===== src/rtl/rxi_pkg.sv =====
package rxi_pkg;

  typedef enum logic [1:0] {
    RXI_OFF   = 2'b00,
    RXI_FIRST = 2'b01,
    RXI_ALL   = 2'b10,
    RXI_OFF_B = 2'b11
  } rxi_mode_e;

  localparam int ERR_W   = 4;
  localparam int ERR_EOF = 3;
  localparam int ERR_FRM = 2;
  localparam int ERR_OVR = 1;
  localparam int ERR_PAR = 0;

  // head word condition that matters in both active modes
  function automatic logic head_special(input logic avail, input logic frm,
                                        input logic eof, input logic bitsync);
    return avail & ((frm & ~bitsync) | (eof & bitsync));
  endfunction

  // sticky bit next state: a new event beats a clear
  function automatic logic sticky_next(input logic evt, input logic clr,
                                       input logic q);
    if (evt) return 1'b1;
    if (clr) return 1'b0;
    return q;
  endfunction

  function automatic logic [ERR_W-1:0] pack_status(input logic eof, input logic frm,
                                                  input logic ovr, input logic par);
    logic [ERR_W-1:0] s;
    s = '0;
    s[ERR_EOF] = eof;
    s[ERR_FRM] = frm;
    s[ERR_OVR] = ovr;
    s[ERR_PAR] = par;
    return s;
  endfunction

endpackage


===== src/rtl/rxi_arm.sv =====
module rxi_arm (
  input  logic clk,
  input  logic rst_n,
  input  logic first_mode,
  input  logic char_avail,
  input  logic cmd_arm,
  output logic irq_first
);
  logic was_first_q;
  logic armed_q;
  logic entering;
  logic armed_eff;
  logic armed_d;

  assign entering  = first_mode & ~was_first_q;
  assign armed_eff = armed_q | entering;
  assign irq_first = first_mode & armed_eff & char_avail;

  always_comb begin
    if (!first_mode)    armed_d = 1'b0;
    else if (cmd_arm)   armed_d = 1'b1;
    else if (irq_first) armed_d = 1'b0;
    else                armed_d = armed_eff;
  end

  always_ff @(posedge clk or negedge rst_n) begin
    if (!rst_n) begin
      was_first_q <= 1'b0;
      armed_q     <= 1'b0;
    end else begin
      was_first_q <= first_mode;
      armed_q     <= armed_d;
    end
  end


  one_shot_chk: assert property (@(posedge clk) disable iff (!rst_n)
    (irq_first && !cmd_arm) |=> !irq_first);


  rearm_chk: assert property (@(posedge clk) disable iff (!rst_n)
    (first_mode && cmd_arm) |=> (!first_mode || !char_avail || irq_first));

endmodule


===== src/rtl/rxi_sticky.sv =====
module rxi_sticky (
  input  logic clk,
  input  logic rst_n,
  input  logic par_evt,
  input  logic ovr_evt,
  input  logic clr,
  output logic par_q,
  output logic ovr_q
);
  import rxi_pkg::*;

  always_ff @(posedge clk or negedge rst_n) begin
    if (!rst_n) begin
      par_q <= 1'b0;
      ovr_q <= 1'b0;
    end else begin
      par_q <= sticky_next(par_evt, clr, par_q);
      ovr_q <= sticky_next(ovr_evt, clr, ovr_q);
    end
  end


  ovr_latch_chk: assert property (@(posedge clk) disable iff (!rst_n)
    ovr_evt |=> ovr_q);


  ovr_clear_chk: assert property (@(posedge clk) disable iff (!rst_n)
    (clr && !ovr_evt) |=> !ovr_q);


  par_latch_chk: assert property (@(posedge clk) disable iff (!rst_n)
    par_evt |=> par_q);


  par_keep_chk: assert property (@(posedge clk) disable iff (!rst_n)
    (par_q && !clr) |=> par_q);

endmodule


===== src/rtl/rxi_hold.sv =====
module rxi_hold (
  input  logic clk,
  input  logic rst_n,
  input  logic first_mode,
  input  logic head_spec,
  input  logic ovr_evt,
  input  logic clr,
  output logic hold
);
  logic hold_q;
  logic hold_d;

  always_comb begin
    if (!first_mode) hold_d = 1'b0;
    else if (ovr_evt) hold_d = 1'b1;
    else if (clr)     hold_d = 1'b0;
    else              hold_d = hold_q | head_spec;
  end

  // same-cycle view: the hold blocks the read that would pop the bad word
  assign hold = hold_d;

  always_ff @(posedge clk or negedge rst_n) begin
    if (!rst_n) hold_q <= 1'b0;
    else        hold_q <= hold_d;
  end


  hold_mode_chk: assert property (@(posedge clk) disable iff (!rst_n)
    !first_mode |-> !hold);


  hold_ovr_chk: assert property (@(posedge clk) disable iff (!rst_n)
    (first_mode && ovr_evt) |-> hold);


  hold_keep_chk: assert property (@(posedge clk) disable iff (!rst_n)
    (hold && !clr) |=> (hold || !first_mode || clr));


  hold_release_chk: assert property (@(posedge clk) disable iff (!rst_n)
    (clr && !ovr_evt) |-> !hold);

endmodule


===== src/rtl/rx_irq_ctrl.sv =====
module rx_irq_ctrl (
  input  logic       clk,
  input  logic       rst_n,
  input  logic [1:0] rx_mode,
  input  logic       proto_bitsync,
  input  logic       par_chk_en,
  input  logic       char_avail,
  input  logic       head_par_err,
  input  logic       head_frm_err,
  input  logic       head_eof,
  input  logic       ovr_pulse,
  input  logic       cmd_arm_next,
  input  logic       cmd_err_reset,
  output logic       irq_char,
  output logic       irq_special,
  output logic       fifo_hold,
  output logic [3:0] err_status
);
  import rxi_pkg::*;

  rxi_mode_e mode;
  logic      mode_first;
  logic      mode_all;
  logic      irq_first;
  logic      par_now;
  logic      par_q;
  logic      ovr_q;
  logic      head_spec;
  logic      spec_base;
  logic      spec_par;

  assign mode       = rxi_mode_e'(rx_mode);
  assign mode_first = (mode == RXI_FIRST);
  assign mode_all   = (mode == RXI_ALL);

  assign par_now   = char_avail & head_par_err;
  assign head_spec = head_special(char_avail, head_frm_err, head_eof, proto_bitsync);
  assign spec_base = ovr_q | head_spec;
  assign spec_par  = par_chk_en & (par_q | par_now);

  rxi_arm u_arm (
    .clk        (clk),
    .rst_n      (rst_n),
    .first_mode (mode_first),
    .char_avail (char_avail),
    .cmd_arm    (cmd_arm_next),
    .irq_first  (irq_first)
  );

  rxi_sticky u_sticky (
    .clk     (clk),
    .rst_n   (rst_n),
    .par_evt (par_now),
    .ovr_evt (ovr_pulse),
    .clr     (cmd_err_reset),
    .par_q   (par_q),
    .ovr_q   (ovr_q)
  );

  rxi_hold u_hold (
    .clk        (clk),
    .rst_n      (rst_n),
    .first_mode (mode_first),
    .head_spec  (head_spec),
    .ovr_evt    (ovr_pulse),
    .clr        (cmd_err_reset),
    .hold       (fifo_hold)
  );

  always_comb begin
    unique case (mode)
      RXI_FIRST: begin
        irq_char    = irq_first;
        irq_special = spec_base;
      end
      RXI_ALL: begin
        irq_char    = char_avail;
        irq_special = spec_base | spec_par;
      end
      default: begin
        irq_char    = 1'b0;
        irq_special = 1'b0;
      end
    endcase
  end

  assign err_status = pack_status(char_avail & head_eof, char_avail & head_frm_err,
                                  ovr_q, par_q | par_now);


  off_quiet_chk: assert property (@(posedge clk) disable iff (!rst_n)
    (!mode_first && !mode_all) |-> (!irq_char && !irq_special && !fifo_hold));


  first_no_parity_chk: assert property (@(posedge clk) disable iff (!rst_n)
    (mode_first && !err_status[ERR_OVR] && !err_status[ERR_FRM] && !err_status[ERR_EOF])
      |-> !irq_special);


  ovr_status_chk: assert property (@(posedge clk) disable iff (!rst_n)
    ovr_pulse |=> err_status[ERR_OVR]);


  all_tracks_chk: assert property (@(posedge clk) disable iff (!rst_n)
    (mode_all && !char_avail) |-> !irq_char);

endmodule


===== config.mk =====
export PLATFORM = sky130hd
export DESIGN_NAME = rx_irq_ctrl
export DESIGN_NICKNAME = d
export VERILOG_FILES = /design/src/rtl/rxi_pkg.sv /design/src/rtl/rxi_arm.sv /design/src/rtl/rxi_sticky.sv /design/src/rtl/rxi_hold.sv /design/src/rtl/rx_irq_ctrl.sv
export SDC_FILE = /design/constraint.sdc
export NUM_CORES = 1
export LEC_CHECK = 0
export ABC_AREA = 1
export BUFFER_PORTS_ARGS = -buffer_cell sky130_fd_sc_hd__buf_2
export CORE_AREA = 5 5 42 44
export DETAILED_ROUTE_END_ITERATION = 6
export DIE_AREA = 0 0 47 49
export GPL_ROUTABILITY_DRIVEN = 0
export GPL_TIMING_DRIVEN = 1
export PLACE_DENSITY = 0.48
export SLEW_MARGIN = 20
export SYNTH_ARGS = -nofsm -noshare
export SYNTH_HDL_FRONTEND = slang
export SYNTH_SLANG_ARGS = --single-unit

===== constraint.sdc =====
create_clock -name clk -period 0.9 [get_ports clk]
set_input_delay 0.045 -clock clk [delete_from_list [all_inputs] [get_ports clk]]
set_output_delay 0.045 -clock clk [all_outputs]
set_load 0.005 [all_outputs]

==> run_results.csv <==
group,metric,value,unit
placement,place_area,460.4,sq um
clocking,root_buffer,"clkbuf_4",
finish,nets,88,
finish,synthToLayoutAreaGrowth,60.61,%
grt,gr-total-overflow,0,
setup_path,crit_fanout,2,
grt,grt_first_pass_wirelength,1.117,mm
sta,tightest_slew,0.1958,ns
finish,drive_above_1_share,0.5000,
logic_synthesis,yosys.area.top_type_share,0.3788,
setup_path,r2r_slack,0.09,ns
logic_synthesis,syn_area_per_cell,7.340,sq um
min_path,min_path_type,"in2reg",
finish,final_cell_mix,"buf_2, inv_1, nand2_1",
power_and_ir_drop,powerDensity,1252,nW/um^2
die,core_area,1401,sq um
logic_synthesis,netlist_instances,45,
die,die_h,49,um
setup_path,worstPathRequired,0.85,ns
run_status,violations,"negative setup slack",
grt,grt_usage,0.06794,
sta,relSlewSlack,0.8695,
sta,rsz0062_at_grt,"yes",
setup_path,reg2reg_depth,3,
clocking,insertion_delay,0.24,ns
clocking,cts_max_level,1,
setup_path,end_kind,"output port",
placement,dpl.hpwl,610.3,um
die,fp.dieW,47,um
logic_synthesis,syn-cell-area,330.3,sq um
clocking,clk_pin_slew,0.04,ns
die,io-pin-count,20,
setup_path,cp-start-kind,"flip-flop",
sta,setup_violations,4,
setup_path,setup.worst_path.start,"u_arm.armed_q",
sta,clock.fmax,918.4,MHz
setup_path,critical_path_arrival,1.04,ns
logic_synthesis,yosysTopAreaCell,"dfrtp_1",
finish,fin_util,0.3786,
routing,drtAntennaViolNets,0,
routing,wl_per_cell,8.420,um
setup_path,crit_type,"reg2out",
grt,antenna_found_initial,0,
routing,drc,0,
clocking,clockBufferDepth,2,
grt,grt_pass1_vias,313,
clocking,cts_buffers,3,
routing,drtIter0Drc,0,
routing,vias,341,
logic_synthesis,yosysSeqAreaShare,0.3788,
setup_path,r2r-start,"u_arm.armed_q",
run_status,status,"complete, but fails checks",
sta,skew,0.00001754,ns
logic_synthesis,synth_warnings,0,
sta,post-route-period-util,1.210,
sta,layout_setup_ws,-0.1889,ns
die,fp-row-count,14,
routing,drt-total-wl,741,um
finish,nFillCells,164,
power_and_ir_drop,p_leak,0.3309,nW
clocking,clock-sinks,5,
placement,preCtsSetupSlack,-0.04916,ns
placement,port_buffers,19,
finish,finalInstanceArea,530.5,sq um
logic_synthesis,ys_ff_latch,5,
setup_path,reg2reg_to,"u_arm.armed_q",
finish,antenna-diode-count,0,
logic_synthesis,synth.area.top_cells,"dfrtp_1, inv_1, nand2_1",
setup_path,cp-endpoint,"irq_char",
finish,final_common_cell,"buf_2",
grt,grt_max_degree,6,
routing,avgViaCountPerCell,3.875,
power_and_ir_drop,ir_drop,0.0006415,V
die,start_util,0.2357,
run,cap_violations,0,
sta,period_needed,1.089,ns
sta,slew_viol_final,0,
sta,hold_viol,0,
logic_synthesis,ys_types,14,
clocking,cts_tree,"yes",
die,die-area,2303,sq um
logic_synthesis,synth_fp_nets,60,
routing,drtPass1Iterations,1,
## state kept, by name, indices dropped and copies added, names as in the netlist
name and cells:
u_hold.hold_q 1, u_sticky.par_q 1, u_arm.armed_q 1, u_sticky.ovr_q 1, u_arm.was_first_q 1
## how the worst min path moves through the flow
| stage | slack [ns] | endpoint | start | cells past startpoint |
|---|---|---|---|---|
| after detailed placement | -0.14 | u_arm.armed_q | rst_n | 1 |
| final | 0.03 | u_sticky.ovr_q | ovr_pulse | 3 |
| after global placement | -0.14 | u_arm.was_first_q | rst_n | 1 |
| after CTS | 0.03 | u_sticky.ovr_q | cmd_err_reset | 2 |
| after floorplan | -0.25 | u_arm.armed_q | rst_n | 0 |
| after global routing | 0.05 | u_sticky.par_q | cmd_err_reset | 2 |
## layer usage
metal,GRT usage,wire (um),vias up
met1,0.06696,270,139
li1,-,-,186
met5,0,0,-
met4,0.05530,14,0
met3,0.02214,93,2
met2,0.1086,362,14
## cell families after synthesis
group / Yosys count / share of synthesized area
AND/OR/NAND/NOR: 16 / 0.2424
flip-flops: 5 / 0.3788
buffers and inverters: 16 / 0.1932
adder cells (fa/ha/maj): 2 / 0.07575
AO/OA/AOI/OAI: 6 / 0.1098
## power breakdown
group	leakage [nW]	total [mW]	internal, mW	switching (mW)
Combinational	0.253	0.168	0.0881	0.0799
Sequential	0.0625	0.245	0.239	0.00541
Clock	0.0150	0.251	0.167	0.0843
## what timing repair did
action / CTS / global route
setup buffers: 0 / 1
endpoints found under the setup margin: 4 / 4
hold buffers: 1 / 0
pin swaps: 4 / 2
resized for setup: 5 / 1
endpoints found under the hold margin: 5 / 0
## worst max-delay path, cell delays in order (launching register included)
cell and delay (ns):
dfrtp_1 0.35, o21bai_4 0.17, a21oi_2 0.13, nor3_2 0.04, buf_2 0.12
## synthesized netlist by cell type
| cell type | instances |
|---|---|
| nand3_2 | 1 |
| dfrtp_1 | 5 |
| nor2_1 | 3 |
| o21ai_0 | 2 |
| o21bai_2 | 1 |
| ha_1 | 2 |
| inv_2 | 1 |
| nand2_2 | 2 |
| nor3_2 | 1 |
| buf_4 | 1 |
| a21oi_1 | 3 |
| inv_1 | 14 |
| nand3_1 | 2 |
| nand2_1 | 7 |
## final cells by class
cell class | instances | area (sq um) | share of cell area
Multi-Input combinational cell | 24 | 161.4 | 0.3042
Clock buffer | 4 | 26.28 | 0.04953
Sequential cell | 5 | 125.1 | 0.2358
Tap cell | 16 | 20.02 | 0.03774
Timing Repair Buffer | 24 | 141.4 | 0.2665
Inverter | 15 | 56.30 | 0.1061
## stage by stage
stage                     setup TNS [ns]  std cells  hold WS (ns)  power (mW)
after CTS                        -0.5114         87       0.03375      0.6698
after global routing             -0.7612         88       0.04550      0.7239
after floorplan                        0         45       -0.2506      0.3191
after global placement          -0.06739         82       -0.1386      0.3901
final                            -0.5225         88       0.03467      0.6642
after detailed placement         -0.1134         82       -0.1390      0.3905
Note: power is estimated with default switching activity, not from simulation.
